===== src/rtl/irq_status_agg.sv =====
module irq_status_agg #(
  parameter int DW = 32,
  parameter int AW = 8,
  parameter logic [AW-1:0] OFS_STAT  = 8'h24,
  parameter logic [AW-1:0] OFS_RAISE = 8'h60,
  parameter logic [AW-1:0] OFS_ACK   = 8'h64,
  parameter int CALC_BIT = 0,
  parameter int XFER_BIT = 8
) (
  input  logic          clk,
  input  logic          rst_n,
  input  logic          wr_en,
  input  logic [AW-1:0] wr_addr,
  input  logic [DW-1:0] wr_data,
  input  logic [AW-1:0] rd_addr,
  output logic [DW-1:0] rd_data,
  input  logic          calc_done,
  input  logic          xfer_done,
  input  logic          msg_mode,
  output logic          irq_line,
  output logic          irq_msg
);
  localparam logic [DW-1:0] CALC_MASK = DW'(1) << CALC_BIT;
  localparam logic [DW-1:0] XFER_MASK = DW'(1) << XFER_BIT;

  logic [DW-1:0] pend_q, set_v, clr_v, pend_d;
  logic          ack_wr, any_set;

  assign ack_wr  = wr_en && (wr_addr == OFS_ACK);
  assign set_v   = ((wr_en && wr_addr == OFS_RAISE) ? wr_data : '0)
                 | (calc_done ? CALC_MASK : '0)
                 | (xfer_done ? XFER_MASK : '0);
  assign clr_v   = ack_wr ? wr_data : '0;
  assign pend_d  = (pend_q & ~clr_v) | set_v;
  assign any_set = |set_v;
  assign rd_data = (rd_addr == OFS_STAT) ? pend_q : '1;

  always_ff @(posedge clk) begin
    if (!rst_n) begin
      pend_q   <= '0;
      irq_line <= 1'b0;
      irq_msg  <= 1'b0;
    end else begin
      pend_q  <= pend_d;
      irq_msg <= any_set && msg_mode;
      if (any_set && !msg_mode)
        irq_line <= 1'b1;
      else if (ack_wr && !msg_mode && pend_d == '0)
        irq_line <= 1'b0;
    end
  end
endmodule



===== config.mk =====
export PLATFORM = sky130hd
export DESIGN_NAME = irq_status_agg
export DESIGN_NICKNAME = d
export VERILOG_FILES = /design/src/rtl/irq_status_agg.sv
export SDC_FILE = /design/constraint.sdc
export NUM_CORES = 1
export LEC_CHECK = 0
export BUFFER_PORTS_ARGS = -buffer_cell sky130_fd_sc_hd__buf_2
export CAP_MARGIN = 20
export CORE_AREA = 2 2 56 98
export DETAILED_ROUTE_END_ITERATION = 7
export DIE_AREA = 0 0 58 100
export GPL_ROUTABILITY_DRIVEN = 0
export PLACE_DENSITY = 0.74
export SETUP_SLACK_MARGIN = 0.2
export SYNTH_ARGS = -nofsm -noshare
export SYNTH_HDL_FRONTEND = slang
export SYNTH_SLANG_ARGS = --single-unit

===== constraint.sdc =====
create_clock -name clk -period 2.6 [get_ports clk]
set_clock_uncertainty 0.15 [all_clocks]
set_input_delay 0.26 -clock clk [delete_from_list [all_inputs] [get_ports clk]]
set_output_delay 0.26 -clock clk [all_outputs]
set_load 0.005 [all_outputs]

==> results.md, run 1 <==
* Total GRT Usage at 0.223
* First-pass GRT wire length at 10,000 um
* Fmax at 484 MHz
* Switching portion of total power at 0.245
* Hold wc startpoint: msg_mode
* Crit path launch type: input pin
* DRC viols at 0
* Main flop type after synthesis: dfxtp_1
* # hold bufs at CTS at 0
* Critical Path AT at 1.66 ns
* Routed wire length at 6380 um
* Core area at 5080 um^2
* Finish-stage setup viols at 0
* Syn Area/Cell at 7.15 um^2
* Max-Slew Margin vs Limit at 0.616
* Drt first-iter violations at 86
* Worst-path cell chain: buf_2 -> nor4b_2 -> nand2_1 -> or2_2 -> buf_2
* Row cnt at 35
* Reg2Reg Depth at 6
* Largest net degree at the start of global routing at 36
* CP peak stage delay at 0.44 ns
* ANT nets after route at 0
* CTS sink cnt at 34
* Psw at 277 uW
* WL per Instance at 14.1 um
* Syn_nets at 363
* Maximum VDD drop at 0.350 mV
* CTS HTree Levels at 2
* Final cell utilization of the core at 0.555
* Synth top area share at 0.308
* Clock Tree Buf Depth at 2
* Antenna Cells at 0
* Flops & latches, synth at 34
* Worst reg2reg setup slack at 0.76 ns
* Slew Limit Fails at 0
* Total Nets Final at 450
* IO Count at 88
* HP Class: input pin to flop
* First-pass DRT Iterations at 4
* Outcome: finished, final reports clean
* Port Buf Inserts at 87
* RSZ-0062 raised after global routing: no
* Crit Path Class: input pin to primary output
* Number of synthesized flops with an enable pin at 0
* Critical R2R Capture: irq_line$_SDFFE_PN0P_
* Seq/Total Area, Yosys at 0.308
* GRT overflow at 0
* Slowest-stage cell, CP: or2_2
* Worst-Margin Slew at 0.575 ns
* Num CTS Buffers at 5
* Clock transition at path regs at 0.06 ns
* Total power at 1.13 mW
* Area leader, netlist: dfxtp_1
* Worst Hold End: irq_line$_SDFFE_PN0P_
* Routed vias/inst at 5.44
* Post-CTS Setup Bufs at 0
* Cell Area, Synth at 2210 um^2
* Via count at 2,457
* Fill cells at 500
* Crit path buffers/inverters at 2
* Sum Neg Setup Slack at 0 ns
* Tcrit/Tclk final at 0.795
* TritonCTS clock tree: done
* Post-cts resize count at 0
* DP HPWL at 4990 um
* P per Cell Area at 402 nW/um^2
* Syn-to-layout area delta at 27.7%
* Period minus WS final at 2.07 ns
* Yosys cell types at 42
* Clk Latency, worst-skew pair at 0.29 ns
* Async set or reset register ratio after synthesis at 0
* P_int at 856 uW
* Critical path fanouts, max at 18
* Die Width at 58 um
* CP Capture Type: primary output
* Top delay family on crit path: simple AND/OR/NAND/NOR gates
* CP dominant cell by count: buf_2
* Max Cap Viol at 0
* Combinational share of power at 0.122
* Vias in the first global route at 2,226
* Worst r2r src: pend_q[0]$_SDFF_PN0_
* Flop pwr share at 0.466
* Leakage power at 1.04 nW
* DIE AREA at 5800 um^2
* Req. time, crit path at 2.19 ns
* Fin. Hold Viols at 0
* Hold Crit Depth at 2
* Antenna violations before repair at 0
* CP Launch Point: rd_addr[4]
* Post-Syn Instances at 309
* Die Y at 100 um
* Top cells by area, synth: dfxtp_1, nand2_1, nor2b_1
* Share of cells above drive strength 1 at 0.300
* Initial core utilization at 0.435
* Yosys warnings at 0
* Clock Power Share at 0.412
* CTS root buffer: clkbuf_8
worst max path at each step:
stage	to	slack, ns	depth (start not counted)
detailed placement	irq_line$_SDFFE_PN0P_	0.26	7
CTS	rd_data[9]	0.48	5
finish	rd_data[9]	0.53	5
global placement	irq_line$_SDFFE_PN0P_	0.35	7
global route	rd_data[1]	0.38	5
floorplan	irq_line$_SDFFE_PN0P_	0.56	6
registers in the layout, summed over array words and instances (netlist names):
signal,count
irq_msg,1
pend_q,32
irq_line,1
cell usage after synthesis (2+ instances only):
| master | count |
|---|---|
| o21ai_1 | 10 |
| nand4_1 | 4 |
| a31oi_1 | 2 |
| o32ai_1 | 8 |
| and2_1 | 13 |
| buf_4 | 2 |
| nor3_1 | 9 |
| nand2b_1 | 13 |
| nor2b_1 | 20 |
| buf_2 | 3 |
| a22oi_1 | 7 |
| nand3_1 | 18 |
| clkbuf_1 | 9 |
| nor2_1 | 27 |
| dfxtp_1 | 34 |
| nor4b_1 | 2 |
| or2_2 | 8 |
| nand2_1 | 45 |
| inv_1 | 16 |
| or2_1 | 10 |
| o21ai_0 | 3 |
| mux2i_1 | 2 |
| a311o_1 | 2 |
| nor4_1 | 5 |
| a21oi_1 | 20 |
through the flow:
step	hold slack [ns]	instance area [um^2]	setup slack [ns]	instances
2_1_floorplan	0.224	2210	0.556	309
3_3_place_gp	0.313	2710	0.346	444
3_5_place_dp	0.314	2710	0.263	444
4_1_cts	0.0512	2820	0.482	452
5_1_grt	0.0562	2820	0.383	452
6_report	0.0588	2820	0.532	452
routing by layer:
metal	routed length, um	track usage	vias to the layer above
li1	-	-	1247
met3	342	0.0387	11
met1	2450	0.245	1105
met2	3450	0.406	94
met4	141	0.0966	0
met5	0	0	-
placed cells by master, fill, tap and decap left out, types with 3 or more instances in the layout:
| master | count |
|---|---|
| o21ai_1 | 10 |
| and2_1 | 13 |
| or2_2 | 8 |
| nand3_1 | 18 |
| nand4_1 | 4 |
| inv_1 | 16 |
| or2_1 | 10 |
| clkbuf_8 | 8 |
| nor2b_1 | 20 |
| nor4_1 | 5 |
| a22oi_1 | 7 |
| buf_2 | 87 |
| nor3_1 | 9 |
| nor2_1 | 27 |
| a21oi_1 | 20 |
| dfxtp_1 | 34 |
| o21ai_0 | 3 |
| nand2_1 | 45 |
| o32ai_1 | 8 |
| nand2b_1 | 13 |
| buf_4 | 8 |
kinds of logic (layout without fill, tap and decap cells):
logic type | after synthesis | in the layout | share of synthesized area
and+or+nand+nor | 184 | 184 | 0.448
AOI/OAI and AO/OA | 58 | 58 | 0.173
DFF | 34 | 34 | 0.308
buffers and inverters | 31 | 119 | 0.0612
muxes | 2 | 2 | 0.00906
power by group through the flow:
stage	Combinational (mW)	Clock (mW)	Sequential, mW
final	0.138	0.467	0.528
after global routing	0.151	0.493	0.528
after CTS	0.138	0.474	0.527
after detailed placement	0.138	0	0.539
after global placement	0.136	0	0.540
after floorplan	0.0567	0	0.540
final cells by class:
type	instances	area, um^2	share of cell area
multi-input cells	244	1410	0.498
well taps	55	68.8	0.0244
flip-flops and latches	34	681	0.241
repair buffers	95	495	0.176
inverters	16	60.1	0.0213
clock buffers	8	110	0.0390
Power figures use the tool's default switching activity.
==> run 2, diff against run 1 <==
==> constraint.sdc (replaced) <==
create_clock -name clk -period 2 [get_ports clk]
set_clock_uncertainty 0.15 [all_clocks]
set_input_delay 0.2 -clock clk [delete_from_list [all_inputs] [get_ports clk]]
set_output_delay 0.2 -clock clk [all_outputs]
set_load 0.005 [all_outputs]
==> results.md, run 2 (same netlist as run 1, synthesis figures left out) <==
* Clock transition at path regs at 0.07 ns
* Leakage power at 1.11 nW
* CTS HTree Levels at 2
* Fin Hold WS at 0.125 ns
* Post-Layout Cell Count at 463
* Largest registers: pend_q x32, irq_line x1, irq_msg x1
* Top sig layer: met4
* Worst reg2reg setup slack at 0.26 ns
* IO Count at 88
* Syn-to-layout area delta at 33.4%
* Met1 wire length at 2460 um
* Max Cap Viol at 0
* Maximum VDD drop at 0.647 mV
* Initial core utilization at 0.435
* Final cell utilization of the core at 0.580
* Psw at 361 uW
* Fmax at 539 MHz
* Fill cells at 496
* Most frequent cells in the layout: buf_2, nand2_1, dfxtp_1
* GRT overflow at 0
* First-pass GRT wire length at 10,700 um
* Crit path buffers/inverters at 1
* Total Nets Final at 461
* Crit Path Class: input pin to flop
* Worst-Margin Slew at 0.518 ns
* TritonCTS clock tree: done
* ANT nets after route at 0
* P per Cell Area at 502 nW/um^2
* CTS root buffer: clkbuf_8
* CTS sink cnt at 34
* Drt first-iter violations at 72
* Finished Cell Area at 2950 um^2
* WL per Instance at 14.3 um
* Switching portion of total power at 0.244
* Slowest-stage cell, CP: or4_4
* Crit path launch type: input pin
* Num CTS Buffers at 5
* Routed vias/inst at 5.51
* Largest Register: pend_q
* CP peak stage delay at 0.54 ns
* Row cnt at 35
* Via count at 2,552
* Share of cells above drive strength 1 at 0.346
* Fin. Hold Viols at 0
* CP Capture Type: flop
* Die Y at 100 um
* Req. time, crit path at 2.03 ns
* DRC viols at 0
* Dpl cells at 452
* Max reg flops at 32
* DIE AREA at 5800 um^2
* Slew Limit Fails at 0
* Routed wire length at 6630 um
* Finish-stage setup viols at 0
* Period minus WS final at 1.86 ns
* Flop pwr share at 0.463
* DP Area at 2800 um^2
* DP HPWL at 5100 um
* Port Buf Inserts at 87
* P_int at 1.12 mW
* Max-Slew Margin vs Limit at 0.655
* Metal2 WL at 3520 um
* Critical path fanouts, max at 4
* HP Class: input pin to flop
* Die Width at 58 um
* Core area at 5080 um^2
* Tcrit/Tclk final at 0.928
* Largest net degree at the start of global routing at 36
* Vias in the first global route at 2,374
* Total GRT Usage at 0.235
* RSZ-0062 raised after global routing: yes
* Antenna Cells at 0
* Routed wl met3 at 361 um
* Worst-path cell chain: buf_2 -> nor4b_4 -> a31oi_1 -> a311o_1 -> or4_4 -> nor4_2 -> o22ai_1
* Antenna violations before repair at 0
* Outcome: finished, final reports clean
* Critical Path AT at 1.89 ns
* Clock Tree Buf Depth at 2
* Most common cell after layout, fill and taps aside: buf_2
* First-pass DRT Iterations at 4
* Clk Latency, worst-skew pair at 0.29 ns
* Clock Power Share at 0.407
* Combinational share of power at 0.130
* Top delay family on crit path: simple AND/OR/NAND/NOR gates
==> run 2: layer usage <==
layer,global-route usage,vias to the layer above
met5,0,-
met4,0.132,0
met3,0.0425,28
met2,0.412,89
met1,0.259,1172
li1,-,1263
==> run 2: path summary, 6_finish.rpt <==
kind                                            start                    end  cells past startpoint
worst max register to register   pend_q[8]$_SDFF_PN0_  irq_line$_SDFFE_PN0P_                      6
worst min-delay path                      wr_data[10]  pend_q[10]$_SDFF_PN0_                      4
worst max-delay path                       wr_addr[0]  irq_line$_SDFFE_PN0P_                      7
worst min register to register  irq_line$_SDFFE_PN0P_  irq_line$_SDFFE_PN0P_                      2
==> run 2: power by group through the flow <==
stage | clock network, mW | logic [mW] | registers (mW)
floorplan | 0 | 0.0762 | 0.701
global placement | 0 | 0.183 | 0.702
global route | 0.645 | 0.209 | 0.686
finish | 0.603 | 0.192 | 0.686
CTS | 0.612 | 0.188 | 0.686
detailed placement | 0 | 0.185 | 0.701
==> run 2: worst min-delay path: cells and delay by family <==
kind	cells	cell delay (ns)
AND/OR/NAND/NOR	2	0.16
buffers and inverters	1	0.11
AO/OA/AOI/OAI	1	0.06
==> run 2: cell type report <==
| cell class | count | area, um^2 | share of cell area |
|---|---|---|---|
| Clock buffer | 8 | 110 | 0.0374 |
| Inverter | 16 | 60.1 | 0.0204 |
| Multi-Input combinational cell | 244 | 1450 | 0.491 |
| Sequential cell | 34 | 681 | 0.231 |
| Tap cell | 55 | 68.8 | 0.0233 |
| Timing Repair Buffer | 106 | 581 | 0.197 |
==> run 2: timing repair <==
action / 4_1_cts / 5_1_grt
hold buffers: 1 / 0
endpoints found under the hold margin: 1 / 0
pin swaps: 5 / 1
buffers inserted: 1 / 1
setup endpoints to repair: 1 / 4
gates resized for setup: 1 / 1
gates cloned: 0 / 0
==> run 2: metrics by stage <==
stage	power, mW	setup WS (ns)	TNS, ns
after floorplan	0.778	0.0219	0
after global placement	0.885	-0.194	-0.194
after detailed placement	0.887	-0.253	-0.253
after CTS	1.49	0.132	0
after global routing	1.54	0.0270	0
final	1.48	0.144	0
==> run 3, diff against run 2 <==
--- a/config.mk
+++ b/config.mk
@@ -7,11 +7,11 @@
 export LEC_CHECK = 0
 export BUFFER_PORTS_ARGS = -buffer_cell sky130_fd_sc_hd__buf_2
 export CAP_MARGIN = 20
-export CORE_AREA = 2 2 56 98
+export CORE_AREA = 2 2 62 108
 export DETAILED_ROUTE_END_ITERATION = 7
-export DIE_AREA = 0 0 58 100
+export DIE_AREA = 0 0 64 110
 export GPL_ROUTABILITY_DRIVEN = 0
-export PLACE_DENSITY = 0.74
+export REMOVE_ABC_BUFFERS = 1
 export SETUP_SLACK_MARGIN = 0.2
 export SYNTH_ARGS = -nofsm -noshare
 export SYNTH_HDL_FRONTEND = slang
==> results.md, run 3 (same netlist as run 1, synthesis figures left out) <==
* Outcome: finished, final reports clean
* Max Cap Viol at 0
* Critical path fanouts, max at 4
* Antenna Cells at 0
* CTS sink cnt at 34
* Worst r2r src: pend_q[8]$_SDFF_PN0_
* Fmax at 531 MHz
* Vias in the first global route at 2,463
* Crit path launch type: input pin
* Total power at 1.42 mW
* Critical Path AT at 1.91 ns
* Sum Neg Setup Slack at 0 ns
* Max reg flops at 32
* Drt first-iter violations at 115
* Clk Latency, worst-skew pair at 0.29 ns
* Tcrit/Tclk final at 0.942
* Fill cells at 652
* Crit Path Class: input pin to flop
* CP Capture Type: flop
* DP HPWL at 5400 um
* Antenna violations before repair at 0
* Die Width at 64 um
* Syn-to-layout area delta at 31.4%
* Worst reg2reg setup slack at 0.25 ns
* ANT nets after route at 0
* Register area at 681 um^2
* Fin. Hold Viols at 0
* Row cnt at 38
* CTS root buffer: clkbuf_8
* Most frequent cells in the layout: buf_2, nand2_1, dfxtp_1
* RSZ-0062 raised after global routing: yes
* Clock Tree Buf Depth at 2
* Reg2Reg Depth at 6
* Leakage power at 1.07 nW
* HP Class: input pin to flop
* Worst-Margin Slew at 0.545 ns
* Finish-stage setup viols at 0
* Initial core utilization at 0.360
* Routed wire length at 7020 um
* TritonCTS clock tree: done
* Max-Slew Margin vs Limit at 0.636
* DRC viols at 0
* Req. time, crit path at 2.03 ns
* Num CTS Buffers at 5
* WL per Instance at 14.5 um
* IO Count at 88
* Period minus WS final at 1.88 ns
* Share of cells above drive strength 1 at 0.311
* First-pass DRT Iterations at 4
* Most common cell after layout, fill and taps aside: buf_2
* First-pass GRT wire length at 11,300 um
* Critical R2R Capture: irq_line$_SDFFE_PN0P_
* Multi-input logic area at 1410 um^2
* Slew Limit Fails at 0
* Largest net degree at the start of global routing at 36
* Largest registers: pend_q x32, irq_line x1, irq_msg x1
* Total Nets Final at 458
* Routed vias/inst at 5.16
* DIE AREA at 7040 um^2
* CP Launch Point: wr_addr[0]
* GRT overflow at 0
* Maximum VDD drop at 0.299 mV
* Port Buf Inserts at 87
* Core area at 6130 um^2
* Clock transition at path regs at 0.07 ns
* Total GRT Usage at 0.206
* Largest Register: pend_q
* Via count at 2,505
* Die Y at 110 um
* End of the critical path: irq_line$_SDFFE_PN0P_
* CTS HTree Levels at 2
* P per Cell Area at 488 nW/um^2
run 3: cell types whose count changed in the layout (fill, tap and decap cells not counted), sizes merged:
cell / change
buf: -3
clkbuf: -1
clkinv: +1
run 3: what timing repair did:
item | in CTS | in global routing
buffers inserted | 3 | 0
endpoints found under the hold margin | 1 | 0
pin swaps | 5 | 0
setup endpoints to repair | 1 | 8
hold buffers | 1 | 0
gates resized for setup | 1 | 1
run 3: how the worst min path moves through the flow:
stage                        start                     to  slack [ns]  cells after the start
final                     msg_mode     irq_msg$_SDFF_PN0_        0.04                      2
after floorplan           msg_mode  irq_line$_SDFFE_PN0P_        0.16                      1
after global placement    msg_mode  irq_line$_SDFFE_PN0P_        0.29                      2
after detailed placement  msg_mode  irq_line$_SDFFE_PN0P_        0.29                      2
after global routing      msg_mode     irq_msg$_SDFF_PN0_        0.04                      2
after CTS                 msg_mode     irq_msg$_SDFF_PN0_        0.02                      2
run 3: worst max-delay path: stages:
cell,delay [ns]
buf_2,0.12
nor4b_4,0.39
a31oi_1,0.13
a311o_1,0.31
or4_4,0.54
nor4_2,0.14
o22ai_1,0.09
run 3: where the power goes:
| part | total (mW) | internal, mW | switching, mW |
|---|---|---|---|
| registers | 0.686 | 0.683 | 0.00241 |
| clock network | 0.543 | 0.278 | 0.265 |
| logic | 0.187 | 0.0855 | 0.102 |
| total | 1.42 | 1.05 | 0.369 |
run 3: stage by stage:
stage / cells / hold WS, ns / setup WS [ns] / instance area, um^2 / utilization
2_1_floorplan: 294 / 0.164 / -0.746 / 2130 / -
3_3_place_gp: 473 / 0.288 / -0.236 / 2770 / 0.452
3_5_place_dp: 473 / 0.291 / -0.285 / 2770 / 0.452
4_1_cts: 485 / 0.0250 / 0.134 / 2900 / 0.473
5_1_grt: 485 / 0.0366 / 0.0452 / 2900 / 0.473
6_report: 485 / 0.0350 / 0.116 / 2900 / 0.473
run 3: layer usage:
| metal | up-vias | GRT usage | part of all wire |
|---|---|---|---|
| met5 | - | 0 | 0 |
| met4 | 0 | 0.0978 | 0.025 |
| met3 | 15 | 0.0305 | 0.047 |
| met2 | 86 | 0.384 | 0.54 |
| met1 | 1144 | 0.224 | 0.39 |
| li1 | 1260 | - | - |
run 3: final cells by class:
cell class | count | share of cell area
clock buffers | 7 | 0.0297
clock inverters | 1 | 0.00172
inverters | 16 | 0.0207
multi-input cells | 244 | 0.486
flip-flops and latches | 34 | 0.234
well taps | 80 | 0.0345
repair buffers | 103 | 0.193
